--- config.mk ---
export PLATFORM = sky130hd
export DESIGN_NAME = mphase_pwm
export DESIGN_NICKNAME = d
export VERILOG_FILES = /design/src/rtl/mpwm_pkg.sv /design/src/rtl/mpwm_ctrl.sv /design/src/rtl/mpwm_datapath.sv /design/src/rtl/mphase_pwm.sv
export SDC_FILE = /design/constraint.sdc
export NUM_CORES = 1
export LEC_CHECK = 0
export BUFFER_PORTS_ARGS = -buffer_cell sky130_fd_sc_hd__buf_2
export CELL_PAD_IN_SITES_DETAIL_PLACEMENT = 1
export CELL_PAD_IN_SITES_GLOBAL_PLACEMENT = 1
export CORE_ASPECT_RATIO = 2
export CORE_UTILIZATION = 46
export CTS_CLUSTER_DIAMETER = 50
export DETAILED_ROUTE_END_ITERATION = 8
export HOLD_SLACK_MARGIN = 0.12
export PLACE_DENSITY_LB_ADDON = 0.1
export RECOVER_POWER = 25
export REMOVE_ABC_BUFFERS = 1
export SKIP_CTS_REPAIR_TIMING = 1
export SLEW_MARGIN = 20
export SYNTH_ARGS = -nofsm -noshare
export SYNTH_HDL_FRONTEND = slang
export SYNTH_SLANG_ARGS = --single-unit
--- constraint.sdc ---
create_clock -name clk -period 8.7 [get_ports clk]
set_clock_uncertainty 0.1 [all_clocks]
set_input_delay 1.74 -clock clk [delete_from_list [all_inputs] [get_ports clk]]
set_output_delay 1.74 -clock clk [all_outputs]
set_load 0.01 [all_outputs]
--- src/rtl/mpwm_pkg.sv ---
package mpwm_pkg;
  localparam int CH_MAX = 4;

  // strobes passed from the control to the datapath
  typedef struct packed {
    logic [CH_MAX-1:0] chanStart;  // channel period begins this cycle
    logic [CH_MAX-1:0] chanLive;   // channel is in use
    logic              hiZ;        // float all outputs
  } pwmCtrl_t;
endpackage

--- src/rtl/mpwm_ctrl.sv ---
module mpwm_ctrl
  import mpwm_pkg::*;
#(
  parameter int NUM_CH = 4,
  parameter int PERIOD = 240,
  parameter int CNT_W  = $clog2(PERIOD)
) (
  input  logic              clk,
  input  logic              rstN,
  input  logic [NUM_CH-1:0] unusedIn,
  input  logic              tristateReq,
  output pwmCtrl_t          ctrlOut
);
  logic [NUM_CH-1:0] unusedQ;
  logic [CNT_W-1:0]  periodCnt;
  logic [CNT_W-1:0]  offsetArr [NUM_CH];
  int                activeCnt;

  // the unused marks are followed while in reset and then held
  always_ff @(posedge clk) begin
    if (!rstN) unusedQ <= unusedIn;
  end

  always_ff @(posedge clk) begin
    if (!rstN)                                periodCnt <= '0;
    else if (periodCnt == CNT_W'(PERIOD - 1)) periodCnt <= '0;
    else                                      periodCnt <= periodCnt + 1'b1;
  end

  function automatic int slotLen(input int n);
    case (n)
      2:       return PERIOD / 2;
      3:       return PERIOD / 3;
      4:       return PERIOD / 4;
      default: return PERIOD;
    endcase
  endfunction

  always_comb begin
    activeCnt = 0;
    for (int i = 0; i < NUM_CH; i++) begin
      if (!unusedQ[i]) activeCnt = activeCnt + 1;
    end
  end

  // rank active channels in index order; offset = rank * slot
  always_comb begin
    int rank;
    rank = 0;
    for (int i = 0; i < NUM_CH; i++) begin
      offsetArr[i] = CNT_W'(rank * slotLen(activeCnt));
      if (!unusedQ[i]) rank = rank + 1;
    end
  end

  always_comb begin
    ctrlOut     = '0;
    ctrlOut.hiZ = tristateReq;
    for (int i = 0; i < NUM_CH; i++) begin
      ctrlOut.chanLive[i]  = !unusedQ[i];
      ctrlOut.chanStart[i] = rstN && !unusedQ[i] && (periodCnt == offsetArr[i]);
    end
  end
endmodule

--- src/rtl/mpwm_datapath.sv ---
module mpwm_datapath
  import mpwm_pkg::*;
#(
  parameter int NUM_CH = 4,
  parameter int PERIOD = 240,
  parameter int DUTY_W = 9,
  parameter int CNT_W  = $clog2(PERIOD)
) (
  input  logic                     clk,
  input  logic                     rstN,
  input  logic                     enable,
  input  logic [NUM_CH*DUTY_W-1:0] dutyIn,
  input  pwmCtrl_t                 ctrlIn,
  output logic [NUM_CH-1:0]        levelOut,
  output logic [NUM_CH-1:0]        oeOut
);
  for (genvar g = 0; g < NUM_CH; g++) begin : gChan
    logic [CNT_W-1:0]  phaseCnt;
    logic [DUTY_W-1:0] dutyQ;
    logic [DUTY_W-1:0] dutyNow;
    logic              levelBit;
    logic              oeBit;

    assign dutyNow = dutyIn[g*DUTY_W +: DUTY_W];

    always_ff @(posedge clk) begin
      if (!rstN) begin
        phaseCnt <= '0;
        dutyQ    <= '0;
        levelBit <= 1'b0;
        oeBit    <= 1'b0;
      end else begin
        oeBit <= ctrlIn.chanLive[g] && !ctrlIn.hiZ;
        if (ctrlIn.chanStart[g]) begin
          dutyQ    <= dutyNow;
          phaseCnt <= CNT_W'(1);
          levelBit <= enable && (dutyNow != '0);
        end else begin
          if (phaseCnt != CNT_W'(PERIOD - 1)) phaseCnt <= phaseCnt + 1'b1;
          levelBit <= enable && ctrlIn.chanLive[g] && (int'(phaseCnt) < int'(dutyQ));
        end
      end
    end

    assign levelOut[g] = levelBit;
    assign oeOut[g]    = oeBit;
  end
endmodule

--- src/rtl/mphase_pwm.sv ---
module mphase_pwm
  import mpwm_pkg::*;
#(
  parameter int NUM_CH = 4,
  parameter int PERIOD = 240,
  parameter int DUTY_W = 9
) (
  input  logic                     clk,
  input  logic                     rstN,
  input  logic                     enable,
  input  logic                     tristateReq,
  input  logic [NUM_CH-1:0]        unusedIn,
  input  logic [NUM_CH*DUTY_W-1:0] dutyIn,
  output logic [NUM_CH-1:0]        pwmOut,
  output logic [NUM_CH-1:0]        pwmOe
);
  localparam int CNT_W = $clog2(PERIOD);

  pwmCtrl_t          ctrlBus;
  logic [NUM_CH-1:0] levelQ;
  logic [NUM_CH-1:0] oeQ;

  mpwm_ctrl #(.NUM_CH(NUM_CH), .PERIOD(PERIOD), .CNT_W(CNT_W)) uCtrl (
    .clk(clk), .rstN(rstN), .unusedIn(unusedIn),
    .tristateReq(tristateReq), .ctrlOut(ctrlBus)
  );

  mpwm_datapath #(.NUM_CH(NUM_CH), .PERIOD(PERIOD), .DUTY_W(DUTY_W), .CNT_W(CNT_W)) uPath (
    .clk(clk), .rstN(rstN), .enable(enable), .dutyIn(dutyIn),
    .ctrlIn(ctrlBus), .levelOut(levelQ), .oeOut(oeQ)
  );

  // reset floats the pins without waiting for a clock edge
  assign pwmOe  = oeQ & {NUM_CH{rstN}};
  assign pwmOut = levelQ & pwmOe;
endmodule

==> reports/results.ini <==
[worst_setup_path]
crit_buf_inv=4
crit_slowest_cell=mux2i_4
worstPathCellList=inv_1 -> ha_1 -> xor2_4 -> inv_4 -> ha_1 -> nor2b_1 -> a31oi_1 -> nor3_1 -> nor2_1 -> ha_1 -> ha_1 -> inv_1 -> fa_1 -> inv_1 -> ha_1 -> ha_1 -> xnor2_1 -> nand3_1 -> nor4_1 -> or4b_1 -> mux2i_4 -> mux2i_1
rr_endpoint=uPath.gChan[3].dutyQ[5]
required_ns=8.86
slowest_delay_ns=0.61
worstPathMaxFanout=18
path_delay_family=adder cells
crit_top_cell=ha_1
cp-end-kind=register
cp.arrival_ns=7.40
rr_worst_depth=22
timing.rr.start=uCtrl.unusedQ[0]
critPathLaunchType=register
crit_type=reg2reg
reg2reg_slack_ns=1.45

[die]
die_x_um=79.9
pin_count=52
core_region_area_sq_um=11800
dieArea_sq_um=12600
start_util_pct=47.5
fp.dieH_um=158
num_rows=56

[final_layout]
fillers=1420
nNetsFinal=780
final_area_sq_um=6210
areaGrowthSynthToFinish_pct=11.2
drive_gt1_share_pct=11.7
diodes=0
layout_common_cells=dfxtp_1, nand2_1, nor2_1, ha_1, buf_2
final_common_cell=dfxtp_1

[outcome]
violations=max-capacitance violations, max-slew violations
status=complete, but fails checks

[timing]
rsz0062_at_grt=false
clock.fmax_mhz=138
relSlewSlack_pct=-85.9
worstMarginPinSlew_ns=2.79
setup_violations=0
fin_crit_ns=7.25
tns_ns=0
holdWs_ns=0.357
fin_crit_sh_pct=83.3
hold_viol_final=0
slew_violations=97

[clocking]
htree_levels=3
cts.sinks=88
clock_latency_ns=0.33
clk_pin_slew_ns=0.06
cts_made_buffers=9
cts_tree=yes
cts_root_buf=clkbuf_16
clockBufferDepth=2

[global_route]
grt_max_degree=66
grt_pass1_wl_um=23600
grt_util_all_layers_pct=24.4
grt_pass1_vias=5014
gr-total-overflow=0
antenna_found_initial=0

[logic_synthesis]
syn_area_sq_um=5590
synth.distinct_cells=67
ys.warnings.count=0
syn-mean-instance-area_sq_um=8.77
synth-main-ff-cell=dfxtp_1
async_flop_share_pct=0
yosysSeqAreaShare_pct=32.3
yosys_register_bits=88
synth_edf_count=4
netlist_instances=637

[power_and_ir_drop]
p_per_area_nw_per_um2=173
ir_drop_mv=0.104
leakage_uw=0.00264

[route]
dr.pass1.iters=4
wl_per_cell_um=17.4
vias=4661
drtIter0Drc=113
via_per_inst=5.64
ant_nets=0
drc_errors=0
drt-total-wl_um=14400

[job]
drv_cap=2

[worst_hold_path]
min_from=uPath.gChan[3].dutyQ[2]
hp-class=reg2reg
hold-path-endpoint=uPath.gChan[3].dutyQ[2]
whs_path_depth=2

[placement]
place_area_sq_um=5940
portBuffers=51
gp_congestion=0.871
dpl.hpwl_um=11100

## Yosys cell counts (6+ instances only)
master | instances | area [sq um]
nand2b_1 | 7 | 43.8
a21o_1 | 9 | 67.6
inv_1 | 50 | 188
nand3_1 | 22 | 110
nor3_1 | 33 | 165
xnor2_1 | 39 | 342
nor4_1 | 9 | 56.3
clkbuf_1 | 18 | 67.6
o21ai_0 | 11 | 55.1
xor2_1 | 14 | 123
ha_1 | 57 | 713
and2_1 | 8 | 50.1
mux2i_1 | 45 | 450
and3_1 | 11 | 68.8
nor2_1 | 57 | 214
nand2_1 | 65 | 244
a21oi_1 | 12 | 60.1
nor2b_1 | 6 | 37.5
dfxtp_1 | 84 | 1680
## kinds of logic after synthesis
family	Yosys count	share of synthesized area (%)
fa+ha+maj	59	13.5
buf+inv	77	5.64
flops	88	32.3
compound gates	69	9.34
mux	46	8.47
simple gates	243	21.7
xor+xnor	55	9.09
## worst register-to-register path, stage by stage, from the launching register on
cell and delay, ns:
edfxtp_1 0.52, inv_1 0.15, ha_1 0.60, xor2_4 0.36
inv_4 0.12, ha_1 0.44, nor2b_1 0.30, a31oi_1 0.14
nor3_1 0.56, nor2_1 0.09, ha_1 0.29, ha_1 0.27
inv_1 0.05, fa_1 0.53, inv_1 0.05, ha_1 0.30
ha_1 0.32, xnor2_1 0.14, nand3_1 0.09, nor4_1 0.35
or4b_1 0.52, mux2i_4 0.61, mux2i_1 0.28
## state kept, by name, summed over array words and instances (netlist names)
| register | cells |
|---|---|
| uCtrl.periodCnt | 8 |
| uPath.gChan.levelBit | 4 |
| uPath.gChan.dutyQ | 36 |
| uCtrl.unusedQ | 4 |
| uPath.gChan.phaseCnt | 32 |
| uPath.gChan.oeBit | 4 |
## metal layers
| layer | up-vias | part of all wire, % | global-route usage (%) | wire [um] |
|---|---|---|---|---|
| li1 | 2274 | - | - | - |
| met1 | 2281 | 38 | 24.5 | 5440 |
| met2 | 75 | 56 | 48.0 | 8090 |
| met3 | 31 | 2.5 | 3.57 | 361 |
| met4 | 0 | 3.2 | 10.6 | 456 |
| met5 | - | 0 | 0 | 0 |
## stage by stage
stage / cells / utilization, % / worst slack (ns) / total power, uW
6_report: 826 / 52.8 / 1.45 / 1080
5_1_grt: 826 / 52.8 / 0.977 / 1140
4_1_cts: 826 / 52.9 / 1.43 / 1090
3_5_place_dp: 811 / 50.4 / 1.43 / 707
3_3_place_gp: 811 / 50.4 / 1.82 / 691
2_1_floorplan: 612 / - / 2.54 / 629
## report_power, final
group / leakage, uW / switching (uW) / internal, uW / total [uW]
Sequential: 0.000721 / 17.4 / 421 / 438
Combinational: 0.00177 / 144 / 113 / 257
Clock: 0.000144 / 162 / 219 / 381
Total: 0.00264 / 324 / 753 / 1080
## worst max-delay path by stage
stage	from	endpoint	slack [ns]	cells after the start
floorplan	uCtrl.unusedQ[0]	uPath.gChan[3].dutyQ[0]	2.54	22
global placement	uCtrl.unusedQ[0]	uPath.gChan[3].levelBit	1.82	22
detailed placement	uCtrl.unusedQ[0]	uPath.gChan[3].dutyQ[5]	1.43	22
CTS	uCtrl.unusedQ[0]	uPath.gChan[3].dutyQ[5]	1.43	22
global route	uCtrl.unusedQ[0]	uPath.gChan[3].dutyQ[7]	0.98	22
finish	uCtrl.unusedQ[0]	uPath.gChan[3].dutyQ[5]	1.45	22
## final cells by class
type,instances,area [sq um],area share (%)
timing repair buffer,54,270,4.35
sequential,88,1800,29.0
tap,145,181,2.92
clock buffer,12,268,4.31
clock inverter,3,23.8,0.383
inverter,52,198,3.18
multi-input combinational,472,3470,55.9
Note: power is estimated with default switching activity, not from simulation.
